File: src/rtl/ser51_pkg.sv
package ser51_pkg;
  typedef enum logic [1:0] {
    MODE_SHIFT = 2'd0,
    MODE_UART8 = 2'd1,
    MODE_FIX9  = 2'd2,
    MODE_TMR9  = 2'd3
  } ser_mode_e;

  localparam int unsigned DATA_W    = 8;
  localparam int unsigned SUB_W     = 4;   // 16x oversampling
  localparam int unsigned SHIFT_DIV = 12;  // mode 0 clocks per bit
  localparam int unsigned PRE_W     = 2;   // mode 2 prescaler
endpackage

File: src/rtl/ser51_baud.sv
module ser51_baud
  import ser51_pkg::*;
#(
  parameter int unsigned PW = PRE_W
) (
  input  logic      clk_i,
  input  logic      rst_ni,
  input  ser_mode_e mode_i,
  input  logic      dbl_i,
  input  logic      ovf_i,
  output logic      tick_o
);
  logic [PW-1:0] pre_q;
  logic          half_q;
  logic          tick_fix, tick_tmr;

  always_ff @(posedge clk_i or negedge rst_ni) begin
    if (!rst_ni) begin
      pre_q  <= '0;
      half_q <= 1'b0;
    end else begin
      pre_q <= pre_q + 1'b1;
      if (ovf_i) half_q <= ~half_q;
    end
  end

  assign tick_fix = dbl_i ? (&pre_q[PW-2:0]) : (&pre_q);
  assign tick_tmr = ovf_i & (dbl_i | half_q);
  assign tick_o   = (mode_i == MODE_FIX9) ? tick_fix : tick_tmr;
endmodule

File: src/rtl/ser51_tx.sv
module ser51_tx
  import ser51_pkg::*;
#(
  parameter int unsigned DW  = DATA_W,
  parameter int unsigned SW  = SUB_W,
  parameter int unsigned DIV = SHIFT_DIV
) (
  input  logic          clk_i,
  input  logic          rst_ni,
  input  ser_mode_e     mode_i,
  input  logic          tick_i,
  input  logic          start_i,
  input  logic [DW-1:0] data_i,
  input  logic          bit9_i,
  output logic          txd_o,
  output logic          sclk_o,
  output logic          flag_set_o
);
  localparam int unsigned FW = DW + 3;
  localparam int unsigned CW = $clog2(FW + 1);

  logic          busy_q;
  logic [FW-1:0] sr_q;
  logic [CW-1:0] left_q;
  logic [SW-1:0] sub_q, lim;
  ser_mode_e     mode_q;
  logic          base, step, shift_m;

  assign shift_m    = (mode_q == MODE_SHIFT);
  assign base       = shift_m | tick_i;
  assign lim        = shift_m ? SW'(DIV - 1) : '1;
  assign step       = busy_q & base & (sub_q == lim);
  assign flag_set_o = step & (shift_m ? (left_q == CW'(1)) : (left_q == CW'(2)));

  always_ff @(posedge clk_i or negedge rst_ni) begin
    if (!rst_ni) begin
      busy_q <= 1'b0;
      sr_q   <= '1;
      left_q <= '0;
      sub_q  <= '0;
      mode_q <= MODE_SHIFT;
    end else if (!busy_q) begin
      if (start_i) begin
        busy_q <= 1'b1;
        sub_q  <= '0;
        mode_q <= mode_i;
        unique case (mode_i)
          MODE_SHIFT: begin sr_q <= {3'b111, data_i};               left_q <= CW'(DW);     end
          MODE_UART8: begin sr_q <= {2'b11, data_i, 1'b0};          left_q <= CW'(DW + 2); end
          default:    begin sr_q <= {1'b1, bit9_i, data_i, 1'b0};   left_q <= CW'(DW + 3); end
        endcase
      end
    end else if (base) begin
      if (sub_q == lim) begin
        sub_q  <= '0;
        sr_q   <= {1'b1, sr_q[FW-1:1]};
        left_q <= left_q - 1'b1;
        if (left_q == CW'(1)) busy_q <= 1'b0;
      end else begin
        sub_q <= sub_q + 1'b1;
      end
    end
  end

  assign txd_o  = busy_q ? sr_q[0] : 1'b1;
  assign sclk_o = (busy_q & shift_m) ? (sub_q >= SW'(DIV / 2)) : 1'b1;


  wr_while_busy_chk: assert property (@(posedge clk_i) disable iff (!rst_ni)
    busy_q && start_i && !base |=> $stable(sr_q));

  sub_hold_chk: assert property (@(posedge clk_i) disable iff (!rst_ni)
    busy_q && !base |=> $stable(sub_q));
endmodule

File: src/rtl/ser51_rx.sv
module ser51_rx
  import ser51_pkg::*;
#(
  parameter int unsigned DW = DATA_W,
  parameter int unsigned SW = SUB_W
) (
  input  logic          clk_i,
  input  logic          rst_ni,
  input  ser_mode_e     mode_i,
  input  logic          en_i,
  input  logic          tick_i,
  input  logic          rxd_i,
  output logic          load_o,
  output logic [DW-1:0] data_o,
  output logic          bit9_o
);
  localparam int unsigned OVS = 1 << SW;
  localparam int unsigned MID = OVS / 2 + 1;
  localparam int unsigned IW  = $clog2(DW + 3);

  logic [1:0]    sync_q, vote_q;
  logic          prev_q, busy_q, rx, maj, fire, false_start, shift_en;
  logic [SW-1:0] sub_q, sub_n;
  logic [IW-1:0] idx_q, last;
  logic [DW:0]   sh_q, sh_n, word;
  ser_mode_e     mode_q;

  assign rx          = sync_q[1];
  assign sub_n       = sub_q + 1'b1;
  assign maj         = (vote_q[0] & vote_q[1]) | (vote_q[0] & rx) | (vote_q[1] & rx);
  assign last        = (mode_q == MODE_UART8) ? IW'(DW + 1) : IW'(DW + 2);
  assign fire        = busy_q & tick_i & (sub_n == SW'(MID));
  assign false_start = fire & (idx_q == '0) & maj;
  assign shift_en    = (idx_q != '0) & (idx_q <= IW'(DW + 1));
  assign sh_n        = {maj, sh_q[DW:1]};
  assign word        = shift_en ? sh_n : sh_q;
  assign load_o      = fire & (idx_q == last);
  assign data_o      = word[DW-1:0];
  assign bit9_o      = word[DW];

  always_ff @(posedge clk_i or negedge rst_ni) begin
    if (!rst_ni) begin
      sync_q <= 2'b11;
      prev_q <= 1'b1;
      busy_q <= 1'b0;
      sub_q  <= '0;
      idx_q  <= '0;
      vote_q <= '0;
      sh_q   <= '0;
      mode_q <= MODE_SHIFT;
    end else begin
      sync_q <= {sync_q[0], rxd_i};
      if (tick_i) prev_q <= rx;
      if (!busy_q) begin
        if (tick_i && prev_q && !rx && en_i && mode_i != MODE_SHIFT) begin
          busy_q <= 1'b1;
          sub_q  <= '0;
          idx_q  <= '0;
          mode_q <= mode_i;
        end
      end else if (tick_i) begin
        sub_q <= sub_n;
        if (sub_n == SW'(MID - 2)) vote_q[0] <= rx;
        if (sub_n == SW'(MID - 1)) vote_q[1] <= rx;
        if (fire) begin
          idx_q <= idx_q + 1'b1;
          if (shift_en) sh_q <= sh_n;
          if (false_start || load_o) busy_q <= 1'b0;
        end
      end
    end
  end


  false_start_chk: assert property (@(posedge clk_i) disable iff (!rst_ni)
    false_start |=> !busy_q);

  rx_sub_hold_chk: assert property (@(posedge clk_i) disable iff (!rst_ni)
    busy_q && !tick_i |=> $stable(sub_q));
endmodule

File: src/rtl/ser51_port.sv
module ser51_port
  import ser51_pkg::*;
(
  input  logic       clk_i,
  input  logic       rst_ni,
  input  logic       ctl_wr_i,
  input  logic [7:0] ctl_wdata_i,
  output logic [7:0] ctl_o,
  input  logic       tx_wr_i,
  input  logic [7:0] tx_data_i,
  output logic [7:0] rx_data_o,
  input  logic       baud_dbl_i,
  input  logic       t1_ovf_i,
  input  logic       rxd_i,
  output logic       txd_o,
  output logic       shift_clk_o
);
  ser_mode_e         mode_q;
  logic              ren_q, tb8_q, rb8_q, ti_q, ri_q;
  logic [DATA_W-1:0] rbuf_q, rx_word;
  logic              tick, ti_set, rx_load, rx_bit9;
  logic              unused_spare;

  assign unused_spare = ctl_wdata_i[5];

  ser51_baud u_baud (
    .clk_i, .rst_ni, .mode_i(mode_q), .dbl_i(baud_dbl_i), .ovf_i(t1_ovf_i), .tick_o(tick)
  );

  ser51_tx u_tx (
    .clk_i, .rst_ni, .mode_i(mode_q), .tick_i(tick), .start_i(tx_wr_i),
    .data_i(tx_data_i), .bit9_i(tb8_q), .txd_o, .sclk_o(shift_clk_o), .flag_set_o(ti_set)
  );

  ser51_rx u_rx (
    .clk_i, .rst_ni, .mode_i(mode_q), .en_i(ren_q), .tick_i(tick), .rxd_i,
    .load_o(rx_load), .data_o(rx_word), .bit9_o(rx_bit9)
  );

  always_ff @(posedge clk_i or negedge rst_ni) begin
    if (!rst_ni) begin
      mode_q <= MODE_SHIFT;
      {ren_q, tb8_q, rb8_q, ti_q, ri_q} <= '0;
      rbuf_q <= '0;
    end else begin
      if (ctl_wr_i) begin
        mode_q <= ser_mode_e'(ctl_wdata_i[7:6]);
        {ren_q, tb8_q, rb8_q, ti_q, ri_q} <= ctl_wdata_i[4:0];
      end
      if (ti_set) ti_q <= 1'b1;
      if (rx_load && !ri_q) begin
        rbuf_q <= rx_word;
        rb8_q  <= rx_bit9;
        ri_q   <= 1'b1;
      end
    end
  end

  assign ctl_o     = {mode_q, 1'b0, ren_q, tb8_q, rb8_q, ti_q, ri_q};
  assign rx_data_o = rbuf_q;


  tx_flag_set_chk: assert property (@(posedge clk_i) disable iff (!rst_ni)
    ti_set |=> ti_q);

  overrun_keep_chk: assert property (@(posedge clk_i) disable iff (!rst_ni)
    rx_load && ri_q |=> $stable(rbuf_q));
endmodule

File: config.mk
export PLATFORM = sky130hd
export DESIGN_NAME = ser51_port
export DESIGN_NICKNAME = d
export VERILOG_FILES = /design/src/rtl/ser51_pkg.sv /design/src/rtl/ser51_baud.sv /design/src/rtl/ser51_tx.sv /design/src/rtl/ser51_rx.sv /design/src/rtl/ser51_port.sv
export SDC_FILE = /design/constraint.sdc
export NUM_CORES = 1
export LEC_CHECK = 0
export BUFFER_PORTS_ARGS = -buffer_cell sky130_fd_sc_hd__buf_2
export CAP_MARGIN = 0
export CORE_MARGIN = 2
export CORE_UTILIZATION = 60
export DETAILED_ROUTE_END_ITERATION = 10
export MAX_ROUTING_LAYER = met4
export PLACE_DENSITY_LB_ADDON = 0.1
export SLEW_MARGIN = 10
export SYNTH_ARGS = -nofsm -noshare
export SYNTH_HDL_FRONTEND = slang
export SYNTH_HIERARCHICAL = 1
export SYNTH_SLANG_ARGS = --single-unit
File: constraint.sdc
create_clock -name clk_i -period 6.3 [get_ports clk_i]
set_input_delay 0.63 -clock clk_i [delete_from_list [all_inputs] [get_ports clk_i]]
set_output_delay 0.63 -clock clk_i [all_outputs]
set_load 0.1 [all_outputs]
# Word level (Yosys, flattened, before mapping)
# Index checks and enable logic that the tools add are counted.
# W data, S select, Z words.
[totals] regBits=65 in_bits=23 output_inout_bits=18 wordCells=136
[op_classes] n_addsub=5 n_lt_le_gt_ge=2 n_eq_ne=14 mux=44 n_bitwise=21 n_reduce_logical=27
[ops] op="$mux W4" count=14
[ops] op="$mux W11" count=4
[ops] op="$mux W1" count=21
[ops] op="$pmux W10 S2" count=1
[ops] op="$reduce_and A3 Y1" count=5
[ops] op="$and A1 B1 Y1" count=14
[ops] op="$add A4 B1 Y4 const B" count=3
[ops] op="$reduce_and A2 Y1" count=5
[ops] op="$reduce_bool A2 Y1" count=5
[ops] op="$mux W9" count=1
[ops] op="$eq A4 B4 Y1" count=2
[ops] op="$eq A4 B4 Y1 const B" count=2
[ops] op="$ne A2 B2 Y1 const B" count=3
[ops] op="$logic_and A1 B1 Y1" count=5
[ops] op="$eq A2 B1 Y1 const B" count=2
[ops] op="$eq A4 B1 Y1 const B" count=1
[ops] op="$eq A4 B2 Y1 const B" count=1
[ops] op="$eq A4 B3 Y1 const B" count=1
[ops] op="$ge A4 B3 Y1 const B" count=1
[ops] op="$le A4 B4 Y1 const B" count=1
[ops] op="$logic_not A2 Y1" count=2
[ops] op="$logic_not A4 Y1" count=1
[ops] op="$or A1 B1 Y1" count=4
[ops] op="$pmux W2 S2" count=1
[ops] op="other kinds (10)" count=13

# Depth between registers and ports, before layout
# Gate-level depths: netlist (run 1).
[logic_depth] depth_word=12 depth_mapped=9 depth_no_buf=8

# Modules after synthesis
# Netlist (run 1), hierarchy kept.
[modules_own_cells] module="ser51_rx" instances=1 cells_each=112 area_per_inst_um2=1345.0 seq_area_each_um2=629.4
[modules_own_cells] module="ser51_tx" instances=1 cells_each=142 area_per_inst_um2=1341.3 seq_area_each_um2=538.0
[modules_own_cells] module="ser51_port" instances=1 cells_each=43 area_per_inst_um2=638.1 seq_area_each_um2=375.4
[modules_own_cells] module="ser51_baud" instances=1 cells_each=12 area_per_inst_um2=155.1 seq_area_each_um2=75.1

# Worst setup path after synthesis (run 1)
# Ideal clock, no wire load.
[synth_path] kind="reg2reg" startpoint="register mode_q[1] (netlist name)" endpoint="register rbuf_q[0] (netlist: rx_data_o[0])" setup_ps=125 t_arrival_ps=3332 required_time_ps=6175 path_slack_ps=2842 stages_incl_launch_ff=10 n_path_buf=1 period_less_slack_ps=3458 cell_sequence="dfrtp_1 > nor2b_4 > nor2_1 > nor4_2 > nand3_1 > mux2_4 > nor4_1 > nor2b_1 > buf_2 > mux2_2"
[synth_rtl] element="end signal: assignment" line_no="ser51_port.sv:52" source="rbuf_q <= rx_word;"
[synth_rtl] element="end: declaration" line_no="ser51_port.sv:20" source="logic [DATA_W-1:0] rbuf_q, rx_word;"

==> metrics.md, run 1 <==
| Metric | Value |
|---|---|
| Total grt overflow | `0` |
| Fin util | `0.703` |
| Largest net degree at the start of global routing | `between 60 and 70` |
| Flop2flop setup slack | `3.02 ns` |
| Unrepaired setup endpoints after global routing | `no` |
| Final Hold Vio Count | `0` |
| Dpl cell area | `3660 sq um` |
| Die height | `80.2 um` |
| Critical path type | `flip-flop to flip-flop` |
| CP Data Required Time | `6.53 ns` |
| Router iterations before antenna repair | `5` |
| Crit start category | `flip-flop` |
| Placed cells | `404` |
| Synth Area in XOR/XNOR | `0.0151` |
| Worst setup EP type | `flip-flop` |
| Via count | `between 2000 and 2500` |
| Vias in the first global route | `2318` |
| Final instance area | `3890 sq um` |
| Drt drc | `0` |
| Top post-synthesis cells by area | `dfrtp_1, mux2_2, dfstp_2` |
| Actual slew at the worst max-slew pin | `0.911 ns` |
| Routed WL per cell | `roughly 15 um` |
| RePlAce Congestion | `0.804` |
| Initial core utilization | `0.628` |
| Final setup margin | `3.02 ns` |
| Seq cells post-synth | `64` |
| First DRT Iteration DRCs | `between 100 and 150` |
| Vias per Instance | `5.72` |
| Worst reg2reg endpoint | `rx_data_o[6]` |
| Leakage | `approximately 1.8 nW` |
| Initial antenna violation count | `0` |
| Synth Area in Compound Gates | `0.104` |
| Seq/Total Area, Yosys | `0.465` |
| Post-synth EDFFs | `0` |
| Simple logic cell fraction of the synthesized area | `0.143` |
| Sink Count | `64` |
| Share of cells above drive strength 1 | `0.362` |
| Worst Path Arrival | `3.52 ns` |
| P per Cell Area | `between 300 and 400 nW/um^2` |
| Hold path startpoint | `u_rx/sync_q[0]` |
| Nets | `380` |
| Post-place setup slack | `2.98 ns` |
| Row count | `27` |
| Setup TNS | `0 ns` |
| Synth Flop Type | `dfrtp_1` |
| Syn_area_per_cell | `approximately 11 sq um` |
| Period utilisation layout | `0.521` |
| Hold EP | `u_rx/sync_q[1]` |
| Power Total | `1.54 mW` |
| Max Cap Viol | `0` |
| Post-synthesis mux area share | `0.174` |
| Top cell type by total area after synthesis | `dfrtp_1` |
| Number of synthesis warnings | `6` |
| Clock skew | `0.00882 ns` |
| Share of the synthesized area in the top cell type | `0.367` |
| Post-CTS Setup Inserts | `0` |
| Post-Syn Area | `3480 sq um` |
| Post-route minimum period | `3.28 ns` |
| Slew HR | `0.390` |
| Reg-to-reg startpoint | `mode_q[1]` |
| Ys async rst share | `1.00` |
| Worst-path clk slew | `around 0.070 ns` |
| P&R area growth vs syn | `11.9%` |
| Total GRT Usage | `0.223` |
| Die ar. | `6420 sq um` |
| Non-Filler Instances | `420` |
| H-Tree Depth | `3` |
| Max Clk Rate | `0.304 GHz` |
| Port Buf Inserts | `38` |
| Drt total wl | `6.39 mm` |
| DPL Wire Length | `4.28 mm` |
| Status | `finished, final reports clean` |
| Setup-failing EPs final | `0` |
| Synth Area in Adders | `0.0532` |
| Routed Antenna Nets | `0` |
| Post-synth net total | `346` |
| Core footprint | `~5500 sq um` |
| CP max FO | `10` |
| Hold crit path type | `flip-flop to flip-flop` |
| First-pass GRT wire length | `approximately 11 mm` |
| Max-slew violations | `0` |
| Ant. Diodes | `0` |
| Synth cell types | `56` |
| R2R cell count | `9` |
| Synth Instances | `approximately 300` |
| TritonCTS clock tree | `built` |
| Cts hold-fix bufs | `0` |
| Clk_lat worst skew | `0.35 ns` |
| CTS max path bufs | `2` |
| Root buffer cell | `clkbuf_8` |
| Hold Crit Depth | `0` |
| Hold Slack | `0.358 ns` |
| Die extent in x | `80.2 um` |
| PostCTS Resize Cnt | `0` |
| IO Pins | `41` |
| Num CTS Buffers | `9` |
| Largest family of logic cells by synthesized area | `multiplexers` |
| VDD IR max | `approximately 0.00036 V` |
[power breakdown]
part           switching [mW]  internal (mW)  total [mW]  leakage (nW)
logic                   0.307          0.193       0.500         0.867
registers               0.104          0.533       0.637         0.792
clock network           0.162          0.244       0.405         0.119
total                   0.573          0.969        1.54          1.78
[state kept, by name (all words and copies together) (netlist names)]
register / flops
u_baud/half_q: 1
tb8_q: 1
rb8_q: 1
ren_q: 1
u_rx/mode_q: 2
rx_data_o: 8
u_tx/busy_q: 1
ri_q: 1
u_tx/mode_q: 2
u_tx/sub_q: 4
u_rx/sync_q: 2
u_rx/sh_q: 9
u_rx/prev_q: 1
u_tx/sr_q: 10
u_rx/idx_q: 4
u_tx/left_q: 4
mode_q: 2
u_rx/vote_q: 2
u_rx/sub_q: 4
u_baud/pre_q: 2
u_rx/busy_q: 1
ti_q: 1
[how the worst max path moves through the flow]
| stage | slack, ns | start | cells after the start | to |
|---|---|---|---|---|
| after floorplan | 2.84 | mode_q[1] | 9 | rx_data_o[0] |
| after global placement | 3.04 | baud_dbl_i | 9 | rx_data_o[5] |
| after detailed placement | 2.98 | mode_q[1] | 9 | rx_data_o[6] |
| after CTS | 2.93 | mode_q[1] | 9 | rx_data_o[6] |
| after global routing | 2.67 | mode_q[1] | 9 | rx_data_o[6] |
| final | 3.02 | mode_q[1] | 9 | rx_data_o[6] |
[cell families after synthesis]
family / count (synthesis)
mux: 54
xor+xnor: 6
simple gates: 90
other cells: 1
fa+ha+maj: 15
buf+inv: 28
flops: 64
compound gates: 51
[routing by layer]
layer / share of wire / vias up / GRT usage
met5: 0 / - / -
met4: 0.013 / 0 / 0.0627
met3: 0.043 / 9 / 0.0708
met2: 0.49 / 42 / 0.357
met1: 0.45 / 1177 / 0.273
li1: - / 1173 / -
[area by class of cell]
class,count,area (sq um)
sequential,64,1620
timing repair buffer,41,213
multi-input combinational,217,1710
tap,72,90.1
clock buffer,11,151
inverter,10,37.5
clock inverter,5,78.8
fill,417,1650
[synthesized netlist by cell type, types with 2 or more instances]
| cell | instances |
|---|---|
| nand3_1 | 17 |
| o211ai_1 | 10 |
| o21ai_0 | 7 |
| mux2i_1 | 9 |
| buf_2 | 2 |
| clkbuf_1 | 6 |
| nor2_1 | 9 |
| xnor2_1 | 5 |
| nor2b_1 | 7 |
| nor3_1 | 5 |
| nand2_1 | 27 |
| nand2b_1 | 6 |
| mux2_4 | 2 |
| dfrtp_1 | 51 |
| a211o_1 | 3 |
| dfstp_2 | 13 |
| buf_4 | 7 |
| inv_1 | 10 |
| mux2_2 | 43 |
| a22oi_1 | 7 |
| a211oi_1 | 2 |
| buf_6 | 3 |
| nor3b_1 | 3 |
| a21oi_1 | 9 |
| nor4bb_1 | 2 |
| ha_1 | 14 |
[layout by cell type, fill, tap and decap left out, types with 2 or more instances in the layout]
cell,Yosys,final
mux2_4,2,2
nor4bb_1,2,2
clkinv_2,0,2
buf_2,2,38
xnor2_1,5,5
ha_1,14,14
nor2_1,9,9
buf_4,7,3
a211oi_1,2,2
nor3b_1,3,3
clkbuf_8,0,11
o21ai_0,7,7
dfstp_2,13,13
mux2i_1,9,9
nor3_1,5,5
nor2b_1,7,7
bufinv_16,0,2
a22oi_1,7,7
o211ai_1,10,10
a21oi_1,9,9
mux2_2,43,43
nand2_1,27,27
a211o_1,3,3
nand3_1,17,17
inv_1,10,10
dfrtp_1,51,51
nand2b_1,6,6
[worst max-delay path, cell delays in order, from the launching register on]
cell     delay, ns
dfrtp_1       0.54
nor2b_4       0.24
nor2_1        0.06
nor4_2        0.29
buf_4         0.22
nand3_1       0.08
mux2_4        0.32
nor4_1        0.24
nor2b_1       0.75
mux2_2        0.42
No activity file was read; power rests on OpenSTA's default activity.
==> run 2, diff against run 1 <==
--- a/config.mk
+++ b/config.mk
@@ -8,7 +8,7 @@
 export BUFFER_PORTS_ARGS = -buffer_cell sky130_fd_sc_hd__buf_2
 export CAP_MARGIN = 0
 export CORE_MARGIN = 2
-export CORE_UTILIZATION = 60
+export CORE_UTILIZATION = 53
 export DETAILED_ROUTE_END_ITERATION = 10
 export MAX_ROUTING_LAYER = met4
 export PLACE_DENSITY_LB_ADDON = 0.1
==> constraint.sdc (replaced) <==
create_clock -name clk_i -period 2.8 [get_ports clk_i]
set_input_delay 0.28 -clock clk_i [delete_from_list [all_inputs] [get_ports clk_i]]
set_output_delay 0.28 -clock clk_i [all_outputs]
set_load 0.1 [all_outputs]
==> metrics.md, run 2 (synthesis results as in run 1) <==
| Metric | Value |
|---|---|
| Num CTS Buffers | `9` |
| Core footprint | `6350 sq um` |
| H-Tree Depth | `3` |
| Largest register by flop count | `u_tx/sr_q` |
| Initial antenna violation count | `0` |
| VDD IR max | `0.000548 V` |
| Drt drc | `0` |
| Clock skew | `0.00676 ns` |
| Initial core utilization | `0.548` |
| DPL Wire Length | `4.57 mm` |
| Clk_lat worst skew | `0.34 ns` |
| Switching share of power | `0.373` |
| Root buffer cell | `clkbuf_8` |
| Period utilisation layout | `0.935` |
| IO Pins | `~40` |
| RePlAce Congestion | `0.794` |
| Final setup margin | `0.183 ns` |
| Actual slew at the worst max-slew pin | `0.793 ns` |
| Status | `finished, final reports clean` |
| CTS max path bufs | `2` |
| Ant. Diodes | `0` |
| Vias in the first global route | `2297` |
| Largest net degree at the start of global routing | `27` |
| Sink Count | `64` |
| Die ar. | `7230 sq um` |
| Router iterations before antenna repair | `4` |
| Setup TNS | `0 ns` |
| Row count | `29` |
| Crit start category | `flip-flop` |
| CP max FO | `10` |
| Setup-failing EPs final | `0` |
| TritonCTS clock tree | `built` |
| Routed Antenna Nets | `0` |
| Die height | `85.0 um` |
| Logic pwr share | `0.334` |
| Seq pwr share | `0.416` |
| Port Buf Inserts | `38` |
| Nets | `390` |
| Post-route minimum period | `roughly 2.6 ns` |
| Hold Slack | `0.0418 ns` |
| Share of cells above drive strength 1 | `0.383` |
| Net Switching | `roughly 1.3 mW` |
| CP Data Required Time | `a little over 3 ns` |
| Worst setup EP type | `flip-flop` |
| Critical path type | `flip-flop to flip-flop` |
| Final Hold Vio Count | `0` |
| Leading cell type in the layout, fill and taps excluded | `dfrtp_1` |
| Post-place setup slack | `about 0.11 ns` |
| Via count | `2397` |
| Worst-path clk slew | `0.07 ns` |
| Worst Path Arrival | `2.84 ns` |
| Vias per Instance | `5.51` |
| Unrepaired setup endpoints after global routing | `no` |
| Internal power | `2.15 mW` |
| Max-slew violations | `0` |
| First-pass GRT wire length | `11.2 mm` |
| Routed WL per cell | `between 10 and 15 um` |
| Drt total wl | `6.48 mm` |
| Max Cap Viol | `0` |
| Total GRT Usage | `0.203` |
| First DRT Iteration DRCs | `82` |
| Commonest non-fill, non-tap cells in the layout | `dfrtp_1, buf_2, mux2_2, nand2_1, nand3_1` |
| Leakage | `around 1.8 nW` |
| P per Cell Area | `about 850 nW/um^2` |
| Slew HR | `0.471` |
| Hold crit path type | `input pin to flip-flop` |
| Die extent in x | `85.0 um` |
| P&R area growth vs syn | `15.4%` |
| Clock power share | `0.250` |
| Max Clk Rate | `0.382 GHz` |
| Max reg flops | `10` |
| Total grt overflow | `0` |
[run 2: cell count changes in the layout (fill, tap and decap cells not counted), moves of 2 or more]
cell,before,now
mux2_2,43,34
buf_4,3,11
clkbuf_8,11,9
mux2_4,2,11
dfrtp_1,51,49
[run 2: power groups by stage]
stage	Clock (mW)	Sequential, mW	Combinational, mW
detailed placement	0	1.44	1.14
finish	0.858	1.43	1.15
floorplan	0	1.40	0.942
CTS	0.882	1.43	1.15
global placement	0	1.43	1.12
global route	0.911	1.47	1.27
[run 2: layer usage]
| metal | wire, um | global-route usage | vias up | part of all wire |
|---|---|---|---|---|
| met4 | 89 | 0.0866 | 0 | 0.014 |
| met3 | 182 | 0.0350 | 7 | 0.028 |
| met2 | 3070 | 0.303 | 35 | 0.47 |
| met5 | 0 | - | - | 0 |
| li1 | - | - | 1189 | - |
| met1 | 3140 | 0.275 | 1166 | 0.48 |
[run 2: area by class of cell]
cell class	count	area [sq um]
sequential	64	1620
clock inverter	6	83.8
tap	77	96.3
clock buffer	10	128
multi-input combinational	217	1750
timing repair buffer	51	294
fill	502	2330
inverter	10	37.5
[run 2: timing repair]
action / in CTS / in global routing
hold buffers: 1 / 0
resized for setup: 0 / 1
buffers inserted: 0 / 2
endpoints found under the setup margin: 0 / 9
hold endpoints to repair: 17 / 0
[run 2: critical path, cell delays in order, from the launching register on]
cell and delay [ns]:
dfrtp_4 0.47, nor2b_4 0.14, nor3b_2 0.16, nor4_4 0.33
nand3_1 0.11, mux2_4 0.33, nor4_1 0.28, nor2b_2 0.19
buf_6 0.18, mux2_4 0.31
[run 2: metrics by stage]
| step | utilization | power (mW) | cells | instance area [sq um] |
|---|---|---|---|---|
| 6_report | 0.633 | 3.43 | 435 | 4020 |
| 5_1_grt | 0.633 | 3.66 | 435 | 4020 |
| 4_1_cts | 0.630 | 3.46 | 433 | 4000 |
| 3_5_place_dp | 0.595 | 2.58 | 416 | 3780 |
| 3_3_place_gp | 0.595 | 2.55 | 416 | 3780 |
| 2_1_floorplan | - | 2.35 | 309 | 3540 |
[run 2: final timing paths]
path	start	to	slack [ns]	cells past startpoint
worst max-delay path	mode_q[1]	rb8_q	0.18	9
max in group asynchronous	rst_ni	u_tx/sr_q[9]	1.63	3
worst min-delay path	rxd_i	u_rx/sync_q[0]	0.04	1
min in group asynchronous	rst_ni	rx_data_o[7]	0.42	2
worst min register to register	u_rx/sync_q[0]	u_rx/sync_q[1]	0.36	0
worst max register to register	mode_q[1]	rb8_q	0.18	9
==> run 3, diff against run 2 <==
--- a/config.mk
+++ b/config.mk
@@ -5,8 +5,10 @@
 export SDC_FILE = /design/constraint.sdc
 export NUM_CORES = 1
 export LEC_CHECK = 0
+export ABC_AREA = 1
 export BUFFER_PORTS_ARGS = -buffer_cell sky130_fd_sc_hd__buf_2
 export CAP_MARGIN = 0
+export CORE_ASPECT_RATIO = 0.9
 export CORE_MARGIN = 2
 export CORE_UTILIZATION = 53
 export DETAILED_ROUTE_END_ITERATION = 10
@@ -15,5 +17,4 @@
 export SLEW_MARGIN = 10
 export SYNTH_ARGS = -nofsm -noshare
 export SYNTH_HDL_FRONTEND = slang
-export SYNTH_HIERARCHICAL = 1
 export SYNTH_SLANG_ARGS = --single-unit
==> metrics.md, run 3 <==
| Metric | Value |
|---|---|
| Core footprint | `6480 sq um` |
| Total grt overflow | `0` |
| Final setup margin | `0.622 ns` |
| Fin util | `0.602` |
| Hold crit path type | `input pin to flip-flop` |
| Routed WL per cell | `12.5 um` |
| Max reg flops | `10` |
| Die height | `81.1 um` |
| Slowest stage delay, CP | `0.62 ns` |
| Synth Instances | `436` |
| Actual slew at the worst max-slew pin | `0.636 ns` |
| Drt total wl | `roughly 7.1 mm` |
| Sink Count | `64` |
| Worst-path cell chain | `inv_2 -> or2_2 -> buf_2` |
| Commonest non-fill, non-tap cells in the layout | `nand2_1, dfrtp_1, nand3_1, inv_1, buf_2` |
| Top cell type by total area after synthesis | `dfrtp_1` |
| Synth Flop Type | `dfrtp_1` |
| Largest register by flop count | `u_tx.sr_q` |
| Post-Syn Area | `3500 sq um` |
| Most frequent cell after synthesis | `nand2_1` |
| Post-place setup slack | `0.853 ns` |
| Clock skew | `0.00613 ns` |
| H-Tree Depth | `3` |
| Syn_area_per_cell | `approximately 8 sq um` |
| Unrepaired setup endpoints after global routing | `no` |
| Commonest cells in the netlist | `nand2_1, dfrtp_1, nand3_1` |
| Ys async rst share | `1.00` |
| Leakage | `2.02 nW` |
| Worst-path clk slew | `0.07 ns` |
| P per Cell Area | `944 nW/um^2` |
| Drt drc | `0` |
| CP max FO | `25` |
| Port Buf Inserts | `38` |
| Total GRT Usage | `0.219` |
| Status | `finished, final reports clean` |
| Root buffer cell | `clkbuf_8` |
| Synth cell types | `34` |
| Max-slew violations | `0` |
| Post-synth EDFFs | `0` |
| Setup TNS | `0 ns` |
| Nets | `about 510` |
| DPL Wire Length | `around 5 mm` |
| Max Cap Viol | `0` |
| Router iterations before antenna repair | `4` |
| Final Hold Vio Count | `0` |
| Ant. Diodes | `0` |
| Critical path type | `flip-flop to output port` |
| Seq cells post-synth | `64` |
| First DRT Iteration DRCs | `120` |
| Crit start category | `flip-flop` |
| Initial antenna violation count | `0` |
| Die ar. | `7280 sq um` |
| Number of synthesis warnings | `0` |
| Vias per Instance | `around 5` |
| Top post-synthesis cells by area | `dfrtp_1, nand2_1, dfstp_2` |
| Slowest cell on the critical path | `dfrtp_1` |
| IO Pins | `around 40` |
| Share of cells above drive strength 1 | `0.185` |
| Num CTS Buffers | `9` |
| Max Clk Rate | `0.459 GHz` |
| Seq/Total Area, Yosys | `0.462` |
| P&R area growth vs syn | `11.2%` |
| Leading cell type in the layout, fill and taps excluded | `nand2_1` |
| Largest net degree at the start of global routing | `52` |
| Vias in the first global route | `between 2000 and 3000` |
| Share of the synthesized area in the top cell type | `0.364` |
| Clk_lat worst skew | `0.34 ns` |
| Routed Antenna Nets | `0` |
| Via count | `2853` |
| CTS max path bufs | `2` |
| Row count | `28` |
| Die extent in x | `89.7 um` |
| RePlAce Congestion | `slightly below 0.9` |
| TritonCTS clock tree | `built` |
| Period utilisation layout | `0.778` |
| Setup-failing EPs final | `0` |
| Worst Path Arrival | `1.90 ns` |
| CP Data Required Time | `2.52 ns` |
| Post-route minimum period | `2.18 ns` |
| Worst setup EP type | `output port` |
| VDD IR max | `0.000540 V` |
| Post-synth net total | `473` |
| Initial core utilization | `0.541` |
| First-pass GRT wire length | `12.1 mm` |
| Slew HR | `0.576` |
| Post-CTS Setup Inserts | `0` |
[run 3: path summary, 6_finish.rpt]
check	startpoint	slack, ns	depth (start not counted)	to
worst max-delay path	u_tx.busy_q	0.62	3	txd_o
worst max register to register	mode_q[1]	0.86	5	u_rx.sub_q[1]
min in group asynchronous	rst_ni	0.37	2	u_tx.sub_q[2]
worst min-delay path	rxd_i	0.03	1	u_rx.sync_q[0]
worst min register to register	u_rx.sync_q[0]	0.36	0	u_rx.sync_q[1]
max in group asynchronous	rst_ni	1.47	3	u_rx.idx_q[2]
[run 3: repair_timing]
item,in CTS,in global routing
hold buffers,1,0
hold endpoints to repair,7,0
resized for setup,0,0
[run 3: per-stage QoR]
stage | hold WS, ns | instance area [sq um] | cells | total power [mW]
floorplan | -0.0156 | 3500 | 436 | 2.63
global placement | 0.190 | 3690 | 548 | 2.84
detailed placement | 0.196 | 3690 | 548 | 2.90
CTS | 0.0171 | 3900 | 565 | 3.71
global route | 0.0107 | 3900 | 565 | 4.01
finish | 0.0313 | 3900 | 565 | 3.68
[run 3: logic make-up after synthesis]
logic type               Yosys count  share of synthesized area
AND/OR/NAND/NOR                  239                      0.308
flip-flops                        64                      0.462
buffers and inverters             59                     0.0807
AO/OA/AOI/OAI                     52                     0.0803
adder cells (fa/ha/maj)           14                     0.0500
XOR/XNOR                           6                     0.0150
other                              1                    0.00107
multiplexers                       1                    0.00286
[run 3: critical path, delay by kind of cell, from the launching register on]
kind	cells	cell delay [ns]
AND/OR/NAND/NOR	1	0.34
buffers and inverters	2	0.58
flip-flops	1	0.62
[run 3: layout make-up]
type,count,area [sq um]
multi-input cells,313,1600
well taps,90,113
fillers,613,2580
clock buffers,13,159
clock inverters,3,40.0
inverters,42,158
flip-flops and latches,64,1620
repair buffers,40,208
[run 3: per-layer routing]
layer	global-route usage	share of wire
met1	0.263	0.46
met2	0.362	0.48
met3	0.0640	0.045
met4	0.0677	0.015
met5	-	0
[run 3: report_power, final]
group          internal (mW)  switching [mW]
Clock                  0.458           0.343
Sequential              1.24           0.248
Combinational          0.455           0.935
